===== src/rtl/asram_pkg.sv =====
package asram_pkg;

  typedef enum logic [2:0] {
    ST_IDLE,
    ST_SETUP,
    ST_ACCESS,
    ST_HOLD,
    ST_TURN
  } phase_e;

  // strobes from control to datapath; selOn..drive describe the next cycle's pins
  typedef struct packed {
    logic load;
    logic capture;
    logic selOn;
    logic weOn;
    logic oeOn;
    logic drive;
  } strobe_t;

  function automatic int nsToCycles(input int ns, input int periodNs);
    int c;
    c = (ns + periodNs - 1) / periodNs;
    return (c < 1) ? 1 : c;
  endfunction

endpackage


===== src/rtl/asram_fsm.sv =====
module asram_fsm
  import asram_pkg::*;
#(
  parameter int SETUP_CYC = 1,
  parameter int RD_CYC    = 11,
  parameter int WR_CYC    = 10,
  parameter int HOLD_CYC  = 1,
  parameter int TURN_CYC  = 4
) (
  input  logic    clk,
  input  logic    rstN,
  input  logic    reqValid,
  input  logic    reqWrite,
  output logic    ready,
  output strobe_t stb
);

  localparam int MAXC_A = (RD_CYC > WR_CYC) ? RD_CYC : WR_CYC;
  localparam int MAXC_B = (SETUP_CYC > HOLD_CYC) ? SETUP_CYC : HOLD_CYC;
  localparam int MAXC_C = (MAXC_A > MAXC_B) ? MAXC_A : MAXC_B;
  localparam int MAXC   = (MAXC_C > TURN_CYC) ? MAXC_C : TURN_CYC;
  localparam int CW     = $clog2(MAXC + 1);

  localparam logic [CW-1:0] SETUP_LD = CW'(SETUP_CYC - 1);
  localparam logic [CW-1:0] RD_LD    = CW'(RD_CYC - 1);
  localparam logic [CW-1:0] WR_LD    = CW'(WR_CYC - 1);
  localparam logic [CW-1:0] HOLD_LD  = CW'(HOLD_CYC - 1);
  localparam logic [CW-1:0] TURN_LD  = CW'(TURN_CYC - 1);

  phase_e        phase, phaseNext;
  logic [CW-1:0] cnt, cntNext;
  logic          isWr, isWrNext;
  logic          lastCyc;

  assign lastCyc = (cnt == '0);
  assign ready   = (phase == ST_IDLE);

  always_comb begin
    phaseNext   = phase;
    cntNext     = lastCyc ? cnt : cnt - 1'b1;
    isWrNext    = isWr;
    stb.load    = 1'b0;
    stb.capture = 1'b0;
    unique case (phase)
      ST_IDLE: begin
        cntNext = cnt;
        if (reqValid) begin
          stb.load  = 1'b1;
          isWrNext  = reqWrite;
          phaseNext = ST_SETUP;
          cntNext   = SETUP_LD;
        end
      end
      ST_SETUP: if (lastCyc) begin
        phaseNext = ST_ACCESS;
        cntNext   = isWr ? WR_LD : RD_LD;
      end
      ST_ACCESS: if (lastCyc) begin
        stb.capture = !isWr;
        phaseNext   = ST_HOLD;
        cntNext     = HOLD_LD;
      end
      ST_HOLD: if (lastCyc) begin
        phaseNext = ST_TURN;
        cntNext   = TURN_LD;
      end
      ST_TURN: if (lastCyc) begin
        phaseNext = ST_IDLE;
      end
      default: phaseNext = ST_IDLE;
    endcase
    stb.selOn = (phaseNext == ST_SETUP) || (phaseNext == ST_ACCESS) || (phaseNext == ST_HOLD);
    stb.weOn  = (phaseNext == ST_ACCESS) && isWrNext;
    stb.oeOn  = (phaseNext == ST_ACCESS) && !isWrNext;
    stb.drive = stb.selOn && isWrNext;
  end

  always_ff @(posedge clk) begin
    if (!rstN) begin
      phase <= ST_IDLE;
      cnt   <= '0;
      isWr  <= 1'b0;
    end else begin
      phase <= phaseNext;
      cnt   <= cntNext;
      isWr  <= isWrNext;
    end
  end

endmodule


===== src/rtl/asram_datapath.sv =====
module asram_datapath
  import asram_pkg::*;
#(
  parameter int ADDR_W = 18,
  parameter int DATA_W = 16
) (
  input  logic              clk,
  input  logic              rstN,
  input  strobe_t           stb,
  input  logic [ADDR_W-1:0] reqAddr,
  input  logic [DATA_W-1:0] reqWdata,
  input  logic [1:0]        reqBe,
  input  logic [DATA_W-1:0] sramDin,
  output logic [ADDR_W-1:0] sramAddr,
  output logic              sramCs1N,
  output logic              sramCs2,
  output logic              sramWeN,
  output logic              sramOeN,
  output logic              sramLbN,
  output logic              sramUbN,
  output logic [DATA_W-1:0] sramDout,
  output logic              sramDoutEn,
  output logic [DATA_W-1:0] rdData,
  output logic              rdValid
);

  localparam int LANE_W = DATA_W / 2;

  logic [1:0]        beQ;
  logic [1:0]        beUse;
  logic [DATA_W-1:0] laneMask;

  assign beUse    = stb.load ? reqBe : beQ;
  assign laneMask = {{LANE_W{beQ[1]}}, {LANE_W{beQ[0]}}};

  always_ff @(posedge clk) begin
    if (!rstN) begin
      beQ        <= '0;
      sramAddr   <= '0;
      sramDout   <= '0;
      sramCs1N   <= 1'b1;
      sramCs2    <= 1'b0;
      sramWeN    <= 1'b1;
      sramOeN    <= 1'b1;
      sramLbN    <= 1'b1;
      sramUbN    <= 1'b1;
      sramDoutEn <= 1'b0;
      rdData     <= '0;
      rdValid    <= 1'b0;
    end else begin
      if (stb.load) begin
        beQ      <= reqBe;
        sramAddr <= reqAddr;
        sramDout <= reqWdata;
      end
      sramCs1N   <= !stb.selOn;
      sramCs2    <= stb.selOn;
      sramWeN    <= !stb.weOn;
      sramOeN    <= !stb.oeOn;
      sramLbN    <= !(stb.selOn && beUse[0]);
      sramUbN    <= !(stb.selOn && beUse[1]);
      sramDoutEn <= stb.drive;
      rdValid    <= stb.capture;
      if (stb.capture) rdData <= sramDin & laneMask;
    end
  end

endmodule


===== src/rtl/asram_ctrl.sv =====
module asram_ctrl
  import asram_pkg::*;
#(
  parameter int ADDR_W            = 18,
  parameter int DATA_W            = 16,
  parameter int CLK_PERIOD_NS     = 5,
  parameter int T_ADDR_SETUP_NS   = 0,
  parameter int T_READ_CYCLE_NS   = 55,
  parameter int T_WR_PULSE_NS     = 40,
  parameter int T_ADDR_TO_WEND_NS = 50,
  parameter int T_DATA_HOLD_NS    = 0,
  parameter int T_BUS_RELEASE_NS  = 20
) (
  input  logic              clk,
  input  logic              rstN,
  input  logic              reqValid,
  input  logic              reqWrite,
  input  logic [ADDR_W-1:0] reqAddr,
  input  logic [DATA_W-1:0] reqWdata,
  input  logic [1:0]        reqBe,
  output logic              ready,
  output logic [DATA_W-1:0] rdData,
  output logic              rdValid,
  output logic [ADDR_W-1:0] sramAddr,
  output logic              sramCs1N,
  output logic              sramCs2,
  output logic              sramWeN,
  output logic              sramOeN,
  output logic              sramLbN,
  output logic              sramUbN,
  output logic [DATA_W-1:0] sramDout,
  output logic              sramDoutEn,
  input  logic [DATA_W-1:0] sramDin
);

  localparam int SETUP_CYC = nsToCycles(T_ADDR_SETUP_NS, CLK_PERIOD_NS);
  localparam int RD_CYC    = nsToCycles(T_READ_CYCLE_NS, CLK_PERIOD_NS);
  localparam int WP_CYC    = nsToCycles(T_WR_PULSE_NS, CLK_PERIOD_NS);
  localparam int AW_CYC    = nsToCycles(T_ADDR_TO_WEND_NS, CLK_PERIOD_NS);
  localparam int WR_CYC    = (WP_CYC > AW_CYC) ? WP_CYC : AW_CYC;
  localparam int HOLD_CYC  = nsToCycles(T_DATA_HOLD_NS, CLK_PERIOD_NS);
  localparam int TURN_CYC  = nsToCycles(T_BUS_RELEASE_NS, CLK_PERIOD_NS);

  strobe_t stb;

  asram_fsm #(
    .SETUP_CYC(SETUP_CYC),
    .RD_CYC   (RD_CYC),
    .WR_CYC   (WR_CYC),
    .HOLD_CYC (HOLD_CYC),
    .TURN_CYC (TURN_CYC)
  ) u_fsm (
    .clk     (clk),
    .rstN    (rstN),
    .reqValid(reqValid),
    .reqWrite(reqWrite),
    .ready   (ready),
    .stb     (stb)
  );

  asram_datapath #(
    .ADDR_W(ADDR_W),
    .DATA_W(DATA_W)
  ) u_dp (
    .clk       (clk),
    .rstN      (rstN),
    .stb       (stb),
    .reqAddr   (reqAddr),
    .reqWdata  (reqWdata),
    .reqBe     (reqBe),
    .sramDin   (sramDin),
    .sramAddr  (sramAddr),
    .sramCs1N  (sramCs1N),
    .sramCs2   (sramCs2),
    .sramWeN   (sramWeN),
    .sramOeN   (sramOeN),
    .sramLbN   (sramLbN),
    .sramUbN   (sramUbN),
    .sramDout  (sramDout),
    .sramDoutEn(sramDoutEn),
    .rdData    (rdData),
    .rdValid   (rdValid)
  );

endmodule


===== config.mk =====
export PLATFORM = sky130hd
export DESIGN_NAME = asram_ctrl
export DESIGN_NICKNAME = d
export VERILOG_FILES = /design/src/rtl/asram_pkg.sv /design/src/rtl/asram_fsm.sv /design/src/rtl/asram_datapath.sv /design/src/rtl/asram_ctrl.sv
export SDC_FILE = /design/constraint.sdc
export NUM_CORES = 1
export LEC_CHECK = 0
export BUFFER_PORTS_ARGS = -buffer_cell sky130_fd_sc_hd__clkbuf_2
export CORE_ASPECT_RATIO = 0.9
export CORE_MARGIN = 4
export CORE_UTILIZATION = 35
export CTS_CLUSTER_SIZE = 10
export DETAILED_ROUTE_END_ITERATION = 10
export PLACE_DENSITY = 0.72
export SYNTH_ARGS = -nofsm -noshare
export SYNTH_HDL_FRONTEND = slang
export SYNTH_SLANG_ARGS = --single-unit
export TNS_END_PERCENT = 100

===== constraint.sdc =====
create_clock -name clk -period 5.2 [get_ports clk]
set_clock_uncertainty 0.1 [all_clocks]
set_input_delay 0.52 -clock clk [delete_from_list [all_inputs] [get_ports clk]]
set_output_delay 0.52 -clock clk [all_outputs]
set_load 0.05 [all_outputs]

==> metrics.yaml <==
outcome: "complete, no violations"
grt_use_total_pct: 14.1
grt_max_degree: 43
place_congestion: 0.856
worstPathArrival_ps: 2810
grt_pass1_wl_mm: 9.94
clock_sinks: 68
tightestPinTransition_ps: 1220
htree_levels: 3
synth-edff-count: 0
wl_mm: 6.10
worstPathRequired_ps: 5370
wl_met2_mm: 2.89
wl_per_cell_um: 12.5
rsz0062_at_grt: "no"
drive_gt1_share_pct: 36.7
antenna_cells: 0
io_pins: 115
rr_endpoint: "u_fsm.cnt[0]$_SDFFE_PN0P_"
reg2reg_slack_ps: 2830
cts_resized: 0
met3_length_um: 421
dp_cells: 472
port_buffers: 114
start_util_pct: 36.0
cts_tree: "done"
drt_iter0_drc: 62
synth_common_cells: "nand2_1, dfxtp_1, a21oi_1"
path_class: "primary input to register"
synth.yosys.seq_area_share_pct: 53.4
fin_crit_ps: 2640
ys.flop_type: "dfxtp_1"
via_per_inst: 4.75
die_y_um: 89.0
yosys.cell_count.top_type: "nand2_1"
post-cts-setup-buffer-count: 0
syn_inst: 280
hold_start: "sramDin[2]"
core_area_mm2: 0.00708
total_power_mw: 1.90
synth.distinct_cells: 43
maxCapViolCount: 0
top_layer_used: "met4"
r2r_start: "u_fsm.cnt[0]$_SDFFE_PN0P_"
m1WireLength_mm: 2.76
fin_cells: 488
ff2ff_path_depth: 9
ir_worst_vdd_v: 0.000247
cts_root_buf: "clkbuf_8"
fin_setup_tns_ps: 0
fmax_ghz: 0.378
drt_first_pass_iters: 5
p_per_area_mw_per_mm2: 568
drc_errors: 0
post-dp-hpwl_mm: 4.46
synth_area_leaders: "dfxtp_1, nand2_1, a21oi_1"
ant_nets: 0
holdBufCountCts: 0
syn_avg_cell_area_um2: 9.10
hold_depth: 2
start_kind: "primary input"
fp-row-count: 29
grt-ovfl-total: 0
num-nets-final: 449
num_vias: 2317
syn-num-nets: 339
synthArstFlopShare_pct: 0
clock_latency_ps: 330
ys_ff_latch: 68
die_w_um: 98.0
clock_path_buffers: 2
dieArea_mm2: 0.00871
synth_top_area_cell: "dfxtp_1"
cts_inserted_buffers: 9
min_to: "u_dp.rdData[2]$_SDFFE_PN0P_"
fin_crit_sh_pct: 50.8
area_delta_synth_final_pct: 31.0
grt_pass1_vias: 2136
clk_pin_slew_ps: 80
antenna_found_initial: 0
setup_violations: 0
yosysWarnings: 0
syn-cell-area_mm2: 0.00255
synth_top_area_share_pct: 53.4
critPathCaptureType: "register"
worst_hold_path_type: "primary input to register"
path_max_fanout: 42
slew_headroom_pct: 18.4
maxSlewViolCount: 0
leakage_nw: 1.51
hold_violations: 0
-- cells by family after synthesis --
kind of cell             after synthesis  share of synthesized area [%]
flip-flops                            68                           53.4
AO/OA/AOI/OAI                         73                           18.6
buffers and inverters                 27                           6.09
AND/OR/NAND/NOR                      107                           19.7
adder cells (fa/ha/maj)                3                           1.47
XOR/XNOR                               1                          0.344
multiplexers                           1                          0.442
-- sequential cells by signal, summed over array words and instances, names as in the netlist, 2 cells and up --
name / cells
u_dp.beQ: 2
u_dp.rdData: 16
u_dp.sramAddr: 18
u_dp.sramDout: 16
u_fsm.cnt: 4
u_fsm.phase: 3
-- stage by stage --
step                setup WS (ps)  utilization (%)  hold WS, ps  instance area [um2]
floorplan                    3200                -          355                 2550
global placement             2210             44.4          341                 3140
detailed placement           2190             44.4          346                 3140
CTS                          2550             47.2          273                 3340
global route                 2290             47.2          272                 3340
finish                       2560             47.2          293                 3340
-- metal layers --
metal	track usage [%]	vias up
met2	22.7	73
met1	17.7	1064
met5	0	-
met4	4.91	0
li1	-	1178
met3	5.30	2
-- worst max-delay path, stage by stage --
cell      delay [ps]
clkbuf_2         140
clkinv_1         890
a21oi_2         1010
a22o_1           250
-- where the power goes --
part	switching [mW]	internal (mW)
clock	0.204	0.224
sequential	0.0814	0.615
combinational	0.556	0.218
-- how the worst max path moves through the flow --
| stage | from | to | cells after the start |
|---|---|---|---|
| after floorplan | u_fsm.cnt[0]$_SDFFE_PN0P_ | u_fsm.cnt[0]$_SDFFE_PN0P_ | 9 |
| after global placement | rstN | u_dp.rdData[11]$_SDFFE_PN0P_ | 4 |
| after detailed placement | rstN | u_dp.rdData[6]$_SDFFE_PN0P_ | 4 |
| after CTS | rstN | u_dp.rdData[3]$_SDFFE_PN0P_ | 4 |
| after global routing | rstN | u_dp.rdData[4]$_SDFFE_PN0P_ | 4 |
| final | rstN | u_dp.rdData[14]$_SDFFE_PN0P_ | 4 |
-- layout by cell type (no fill, tap or decap), types with 3 or more instances in the layout --
cell and n:
ha_1 3, clkbuf_8 9, nand2_1 78, clkbuf_2 114, a22o_1 17, inv_1 8
nor3_1 4, a21oi_1 40, nor2_1 7, o21ai_0 3, dfxtp_1 68
-- layout make-up --
| class | count | area, um2 |
|---|---|---|
| fillers | 730 | 3740 |
| flip-flops and latches | 68 | 1360 |
| multi-input cells | 185 | 1040 |
| repair buffers | 116 | 586 |
| clock buffers | 9 | 124 |
| well taps | 93 | 116 |
| clock inverters | 7 | 76.3 |
| inverters | 10 | 37.5 |
Power figures use the tool's default switching activity.
